### src/rtl/lsm_pkg.sv
package lsm_pkg;

    typedef enum logic [1:0] {
        LS_WAIT  = 2'b00,
        LS_SEND0 = 2'b01,
        LS_SEND1 = 2'b10,
        LS_UP    = 2'b11
    } link_st_e;

    typedef struct packed {
        logic fill_vld;
        logic fill_ff1;
        logic err;
    } frame_obs_t;

    typedef struct packed {
        logic clean;
        logic any_fill;
        logic ff1_seen;
        logic over_lim;
    } win_sum_t;

    function automatic link_st_e next_link_state(link_st_e cur, win_sum_t s);
        link_st_e nxt;
        nxt = cur;
        case (cur)
            LS_WAIT:  nxt = LS_SEND0;
            LS_SEND0: nxt = (s.clean && s.any_fill) ? LS_SEND1 : LS_SEND0;
            LS_SEND1: begin
                if (!s.clean)         nxt = LS_SEND0;
                else if (s.ff1_seen)  nxt = LS_UP;
                else                  nxt = LS_SEND1;
            end
            LS_UP:    nxt = s.over_lim ? LS_SEND0 : LS_UP;
            default:  nxt = LS_WAIT;
        endcase
        return nxt;
    endfunction

endpackage

### src/rtl/lsm_win_ctr.sv
module lsm_win_ctr #(
    parameter int WIN = 128
) (
    input  logic clk,
    input  logic rst,
    input  logic restart,
    input  logic frame_stb,
    output logic win_end
);
    localparam int CW = (WIN < 2) ? 1 : $clog2(WIN);
    localparam logic [CW-1:0] LAST = CW'(WIN - 1);

    logic [CW-1:0] cnt_q;

    assign win_end = frame_stb && !restart && (cnt_q == LAST);

    always_ff @(posedge clk) begin
        if (rst || restart) begin
            cnt_q <= '0;
        end else if (frame_stb) begin
            cnt_q <= (cnt_q == LAST) ? '0 : cnt_q + 1'b1;
        end
    end

    // a window always restarts from frame zero after its last frame
    p_wrap_r3: assert property (@(posedge clk) disable iff (rst)
        win_end |=> (cnt_q == '0));

    // cycles without a strobe leave the frame count alone
    p_idle_hold_r10: assert property (@(posedge clk) disable iff (rst)
        (!frame_stb && !restart) |=> $stable(cnt_q));

endmodule

### src/rtl/lsm_win_acc.sv
module lsm_win_acc
    import lsm_pkg::*;
#(
    parameter int ERR_LIMIT = 4
) (
    input  logic       clk,
    input  logic       rst,
    input  logic       restart,
    input  logic       frame_stb,
    input  logic       win_end,
    input  frame_obs_t obs,
    output win_sum_t   sum
);
    localparam int EMAX = ERR_LIMIT + 1;
    localparam int EW   = $clog2(EMAX + 1);

    logic [EW-1:0] err_q;
    logic [EW-1:0] err_tot;
    logic          any_q;
    logic          ff1_q;
    logic          hit_err;

    assign hit_err = frame_stb && obs.err;

    always_comb begin
        if (hit_err && (err_q != EW'(EMAX))) err_tot = err_q + 1'b1;
        else                                  err_tot = err_q;
        sum.clean    = (err_tot == '0);
        sum.over_lim = (err_tot > EW'(ERR_LIMIT));
        sum.any_fill = any_q || (frame_stb && obs.fill_vld);
        sum.ff1_seen = ff1_q || (frame_stb && obs.fill_vld && obs.fill_ff1);
    end

    always_ff @(posedge clk) begin
        if (rst || restart || win_end) begin
            err_q <= '0;
            any_q <= 1'b0;
            ff1_q <= 1'b0;
        end else if (frame_stb) begin
            err_q <= err_tot;
            any_q <= sum.any_fill;
            ff1_q <= sum.ff1_seen;
        end
    end

    // each window starts with empty results
    p_clear_r5: assert property (@(posedge clk) disable iff (rst)
        win_end |=> (err_q == '0 && !any_q && !ff1_q));

    // the error count saturates and never wraps
    p_no_overflow_r7: assert property (@(posedge clk) disable iff (rst)
        (err_q <= EW'(EMAX)));

endmodule

### src/rtl/lsm_rdy_retime.sv
module lsm_rdy_retime (
    input  logic clk,
    input  logic rst,
    input  logic frame_stb,
    input  logic link_up,
    output logic link_rdy_n
);
    always_ff @(posedge clk) begin
        if (rst)            link_rdy_n <= 1'b1;
        else if (frame_stb) link_rdy_n <= !link_up;
    end

    // ready only moves on a frame strobe
    p_rdy_hold_r9: assert property (@(posedge clk) disable iff (rst)
        !frame_stb |=> $stable(link_rdy_n));

endmodule

### src/rtl/link_train_ctrl.sv
module link_train_ctrl
    import lsm_pkg::*;
#(
    parameter int WIN_FRAMES = 128,
    parameter int ERR_LIMIT  = 4
) (
    input  logic       clk,
    input  logic       rst,
    input  logic       restart_a_n,
    input  logic       restart_b_n,
    input  logic       frame_stb,
    input  logic       fill_vld,
    input  logic       fill_is_ff1,
    input  logic       frame_err,
    output logic [1:0] link_state,
    output logic       tx_fill_sel,
    output logic       link_rdy_n
);
    logic       restart;
    logic       win_end;
    frame_obs_t obs;
    win_sum_t   sum;
    link_st_e   state_q;

    assign restart = !restart_a_n || !restart_b_n;
    assign obs     = '{fill_vld: fill_vld, fill_ff1: fill_is_ff1, err: frame_err};

    lsm_win_ctr #(.WIN(WIN_FRAMES)) u_ctr (
        .clk       (clk),
        .rst       (rst),
        .restart   (restart),
        .frame_stb (frame_stb),
        .win_end   (win_end)
    );

    lsm_win_acc #(.ERR_LIMIT(ERR_LIMIT)) u_acc (
        .clk       (clk),
        .rst       (rst),
        .restart   (restart),
        .frame_stb (frame_stb),
        .win_end   (win_end),
        .obs       (obs),
        .sum       (sum)
    );

    always_ff @(posedge clk) begin
        if (rst || restart)  state_q <= LS_WAIT;
        else if (win_end)    state_q <= next_link_state(state_q, sum);
    end

    lsm_rdy_retime u_rdy (
        .clk        (clk),
        .rst        (rst),
        .frame_stb  (frame_stb),
        .link_up    (state_q == LS_UP),
        .link_rdy_n (link_rdy_n)
    );

    assign link_state  = state_q;
    assign tx_fill_sel = state_q[1];

    // state only moves at a window boundary
    p_stable_r3: assert property (@(posedge clk) disable iff (rst || restart)
        !win_end |=> $stable(state_q));

    // a restart forces the wait state
    p_restart_r2: assert property (@(posedge clk) disable iff (rst)
        restart |=> (state_q == LS_WAIT));

    // active is reached only from the FF1 state
    p_no_skip_r6: assert property (@(posedge clk) disable iff (rst)
        (state_q == LS_UP && $past(state_q) != LS_UP) |-> ($past(state_q) == LS_SEND1));

    // ready follows the active state one strobe later
    p_rdy_follow_r9: assert property (@(posedge clk) disable iff (rst)
        frame_stb |=> (link_rdy_n == ($past(state_q) != LS_UP)));

endmodule

### config.mk
export PLATFORM = sky130hd
export DESIGN_NAME = link_train_ctrl
export DESIGN_NICKNAME = d
export VERILOG_FILES = /design/src/rtl/lsm_pkg.sv /design/src/rtl/lsm_win_ctr.sv /design/src/rtl/lsm_win_acc.sv /design/src/rtl/lsm_rdy_retime.sv /design/src/rtl/link_train_ctrl.sv
export SDC_FILE = /design/constraint.sdc
export NUM_CORES = 1
export LEC_CHECK = 0
export ABC_CLOCK_PERIOD_IN_PS = 3800
export BUFFER_PORTS_ARGS = -buffer_cell sky130_fd_sc_hd__buf_4
export CAP_MARGIN = 20
export CORE_AREA = 2 2 39 41
export CTS_CLUSTER_SIZE = 28
export DETAILED_ROUTE_END_ITERATION = 10
export DIE_AREA = 0 0 41 43
export PLACE_DENSITY = 0.81
export SLEW_MARGIN = 20
export SYNTH_ARGS = -nofsm -noshare
export SYNTH_HDL_FRONTEND = slang
export SYNTH_SLANG_ARGS = --single-unit
export TNS_END_PERCENT = 30
### constraint.sdc
create_clock -name clk -period 3.8 [get_ports clk]
set_clock_uncertainty 0.1 [all_clocks]
set_input_delay 0.19 -clock clk [delete_from_list [all_inputs] [get_ports clk]]
set_output_delay 0.19 -clock clk [all_outputs]
set_load 0.05 [all_outputs]
Yosys cells after proc, flatten, opt, wreduce, memory -nomap -nowiden
Index checks and enable logic that the tools add are counted.
- eq/ne operators: 5
- magnitude comparators: 1
- reductions and logical operators: 18
- add/sub/neg operators: 2
- mux-type cells: 7
- operator list (cell ; count):
    2-bit case mux with 4 select lines ; 1
    7-bit by 1-bit adder with 7-bit output, second input constant ; 1
    7-bit == test, second input constant ; 1
    1-bit logical AND ; 7
    7-bit 2-to-1 mux ; 1
    2-bit 2-to-1 mux ; 3
    1-bit logical OR ; 5
    2-bit == test, second input constant ; 2
    1-bit logical NOT ; 4
    3-bit by 1-bit adder with 3-bit output, second input constant ; 1
    3-bit greater-than comparator, second input constant ; 1
    3-bit logical NOT ; 1
    3-bit 2-to-1 mux ; 1
    3-bit != test, second input constant ; 1
    2-bit by 1-bit == test with 1-bit output, second input constant ; 1
    2-bit logical NOT ; 1
    1-bit 2-to-1 mux ; 1
- word-level logic and storage cells: 39
- bits in registers: 15

Depth between registers and ports, before layout
- depth after elaboration: 7
- depth in mapped cells: 6
- mapped depth without buffers: 6

Modules after synthesis
From an unflattened synthesis, not the netlist that was laid out.
- cells, all modules: 92
- area total of the unflattened synthesis: 787.0 um^2
- modules (own cells, without submodules) (module ; cells an instance ; instances ; seq. area each (um^2) ; area an instance (um^2)):
    lsm_win_ctr ; 40 ; 1 ; 140.1 ; 341.6
    lsm_win_acc ; 32 ; 1 ; 100.1 ; 277.8
    link_train_ctrl ; 16 ; 1 ; 40.0 ; 130.1
    lsm_rdy_retime ; 4 ; 1 ; 20.0 ; 37.5

Worst setup path after synthesis
OpenSTA, ideal clock, no wires.
- path kind: register -> register
- from: reg u_acc.err_q[1]
- to: reg state_q[1], in the netlist link_state[1]
- setup time: 0.074 ns
- slack: 2.349 ns
- arrival time: 1.276 ns
- required time: 3.626 ns
- stages on the path, launching flop included: 7
- path through: dfxtp_1 -> inv_1 -> ha_1 -> nand2_1 -> nor3b_1 -> o311ai_1 -> a31oi_1
- cells in the longest elaborated chain, start to end: 7
- ends and longest elaborated chain (item ; line ; text):
    start: declaration ; lsm_win_acc.sv:17 ; logic [EW-1:0] err_q;
    start signal: assignment ; lsm_win_acc.sv:40 ; err_q <= err_tot;
    branches (longest 2 deep; another with 3-bit by 1-bit adder with 3-bit output) ; -- ;
    3-bit 2-to-1 mux * ; lsm_win_acc.sv:26 ; if (hit_err && (err_q != EW'(EMAX))) err_tot = err_q + 1'b1;
    branches (longest 3 deep; another with 3-bit greater-than comparator) ; -- ;
    2-bit case mux with 4 select lines * ; lsm_pkg.sv:26 ; case (cur)
    end signal: assignment ; link_train_ctrl.sv:48 ; else if (win_end) state_q <= next_link_state(state_q, sum);
    end: declaration ; link_train_ctrl.sv:23 ; link_st_e state_q;
Mark *: on every way between the ends.
A chain may end at the register's enable or synchronous reset.

Final worst setup path
- from: reg u_acc.err_q[0]
- to: reg state_q[1], in the netlist link_state[1]
The elaborated chain is that of the path after synthesis.

==> flow_metrics.tcl <==
set metrics [dict create \
    status "finished, final reports clean" \
    slew_headroom 0.692 \
    min_period_ns 1.64 \
    post_cts_resized 0 \
    critPathSlowestCell "a311oi_1" \
    dp.cells 109 \
    r2r_cells 5 \
    grt_pass1_vias 488 \
    worstPathMaxFanout 5 \
    drive_gt1_frac 0.184 \
    syn_to_final_growth_pct 16.6 \
    reg2reg_to "link_state[1]" \
    critPathBufInv 0 \
    numPortBuffers 11 \
    synthCells 84 \
    cts_setup_buffers 0 \
    clk_pin_slew_worst_paths_ns 0.08 \
    synth_nets 95 \
    pwr-share-seq 0.591 \
    die_w_um 41 \
    ctsHtreeMaxLevel 1 \
    leakage_nw 0.312 \
    power.density_mw_per_mm2 318 \
    ys.warnings.count 0 \
    final.period_utilization 0.432 \
    cp-end-kind "flip-flop" \
    initial_core_util 0.524 \
    postRouteAntennaNets 0 \
    hold_slack_ns 0.0966 \
    synth.ff_latch_count 15 \
    cts.sinks 15 \
    wl_per_cell_um 11.7 \
    worst_slew_pin_slew_ns 0.459 \
    clock_power_share 0.333 \
    path_depth 5 \
    finalWirelength_um 1340 \
    stdcell_count 114 \
    internal_power_mw 0.209 \
    grt_pass1_wl_um 2030 \
    place.gp.congestion 0.800 \
    holdBufCountCts 1 \
    final_max_slew_viol_count 0 \
    worstSetupPathType "flip-flop to flip-flop" \
    crit_start "u_acc.err_q[0]" \
    coreArea_mm2 0.00138 \
    grt_max_degree 15 \
    cts_buffer_depth 2 \
    setup_ws_ns 2.16 \
    reg2reg_setup_slack_ns 2.16 \
    dr.pass1.iters 4 \
    synth.top_cell.area_share 0.414 \
    switchingPower_mw 0.0602 \
    worst_ep_required_time_ns 3.91 \
    avgViaCountPerCell 5.41 \
    tritoncts "built" \
    ys_seq_area_frac 0.414 \
    comb_power_share 0.077 \
    place.detailed.hpwl_um 998 \
    critPathLaunchType "flip-flop" \
    ys_top_cells_by_area "dfxtp_1 41%, nor2_1 6.7%, ha_1 5.2%" \
    setup-tns-final_ns 0 \
    peakVddDrop_mv 0.296 \
    synth.largest_area_cell "dfxtp_1" \
    overflow 0 \
    setup_violations 0 \
    cp-endpoint "link_state[1]" \
    antenna_found_initial 0 \
    root_buffer "clkbuf_4" \
    rsz0062_at_grt "no" \
    critPathTopFamily "compound AO/OA/AOI/OAI gates" \
    cts_buffers 3 \
    ys_types 31 \
    drc 0 \
    dr_total_vias 617 \
    pin_count 12 \
    path_cells "ha_1 -> nand2_1 -> a311oi_1 -> o21ai_0 -> a31oi_1" \
    rr_startpoint "u_acc.err_q[0]" \
    drtIter0Drc 17 \
    track_usage 0.173 \
    rows 14 \
    sw_frac_of_total 0.223 \
    final_hold_viol_count 0 \
    avgSynthCellArea_um2 8.64 \
    die_h_um 43 \
    n_antenna_cell 0 \
    synth_area_um2 726 \
    hp-class "primary input to flip-flop" \
    dieArea_mm2 0.00176 \
    drv_cap 0 \
    max_freq_mhz 610 \
    max_stage_delay_ns 0.45 \
    final_net_count 110 \
    pre_cts_slack_ns 2.20 \
    crit_arrival_ns 1.75 \
    clk_latency_ns 0.28 \
]
[layer usage]
layer / GRT usage / vias up / share of wire
li1: - / 328 / -
met1: 0.212 / 273 / 0.51
met2: 0.250 / 11 / 0.42
met3: 0.0628 / 5 / 0.044
met4: 0.100 / 0 / 0.026
met5: 0 / - / 0
[final cells by class]
| type | count | area [µm²] |
|---|---|---|
| flip-flops and latches | 15 | 300 |
| repair buffers | 12 | 92.6 |
| inverters | 1 | 3.75 |
| clock buffers | 4 | 26.3 |
| fillers | 113 | 538 |
| well taps | 16 | 20.0 |
| multi-input cells | 66 | 403 |
[metrics by stage]
| stage | instance area, µm² | power (mW) | utilization |
|---|---|---|---|
| finish | 846 | 0.269 | 0.611 |
| global route | 846 | 0.281 | 0.611 |
| CTS | 846 | 0.271 | 0.611 |
| detailed placement | 810 | 0.182 | 0.585 |
| global placement | 810 | 0.182 | 0.585 |
| floorplan | 726 | 0.174 | - |
[worst min-delay path: stages]
cell	delay (ns)
buf_4	0.08
a31oi_1	0.10
nor2_1	0.07
[synth_stat cells]
cell type	number
o21a_1	1
dfxtp_1	15
a21oi_1	3
o22ai_1	1
nor3_1	1
a31oi_1	3
buf_4	1
o211ai_1	1
inv_1	1
buf_6	1
a21oi_2	1
xor2_1	3
a311oi_1	1
nand4_1	1
nand4_2	1
mux2_2	1
o311ai_1	1
or3_1	1
nor3b_1	1
nor4b_1	1
ha_1	3
nor2_1	13
o21ai_1	2
o21ai_0	5
nand3_1	4
nand2_1	8
nand2b_1	4
a211oi_1	1
mux2i_1	1
xnor2_1	2
or2_2	1
[registers in the layout, summed over array words and instances (netlist names)]
name / count
u_acc.any_q: 1
u_ctr.cnt_q: 7
u_acc.err_q: 3
u_acc.ff1_q: 1
u_rdy.link_rdy_n: 1
link_state: 2
[logic make-up after synthesis]
| kind of cell | after synthesis | synth area share |
|---|---|---|
| adders and majority gates | 3 | 0.0517 |
| and+or+nand+nor | 36 | 0.243 |
| muxes | 2 | 0.0293 |
| xor gates and xnor gates | 5 | 0.0604 |
| DFF | 15 | 0.414 |
| AOI/OAI and AO/OA | 20 | 0.171 |
| buffers and inverters | 3 | 0.0310 |
[cell usage in the layout (no fill, tap or decap), drive strengths merged, types with 2 or more instances in the layout]
cell type and n:
o21ai 7, ha 3, clkbuf 4, nand4 2, nand2b 4, a31oi 3
dfxtp 15, nand2 8, buf 11, nand3 4, xor2 3, a21oi 4
xnor2 2, nor2 13
[power by group through the flow]
stage               clock network (mW)  logic [mW]  registers [mW]
CTS                             0.0918      0.0205           0.159
global placement                     0      0.0191           0.163
global route                    0.0992      0.0224           0.159
finish                          0.0896      0.0206           0.159
floorplan                            0      0.0115           0.163
detailed placement                   0      0.0196           0.163
[how the worst min path moves through the flow]
stage / slack [ns] / to / depth (start not counted) / start
5_1_grt: 0.11 / u_acc.any_q / 3 / fill_vld
3_3_place_gp: 0.29 / u_rdy.link_rdy_n / 2 / rst
4_1_cts: 0.1 / u_acc.ff1_q / 3 / fill_is_ff1
3_5_place_dp: 0.29 / u_rdy.link_rdy_n / 2 / rst
6_report: 0.1 / u_acc.ff1_q / 3 / fill_is_ff1
2_1_floorplan: 0.19 / u_rdy.link_rdy_n / 1 / rst
No activity file was read; power rests on OpenSTA's default activity.
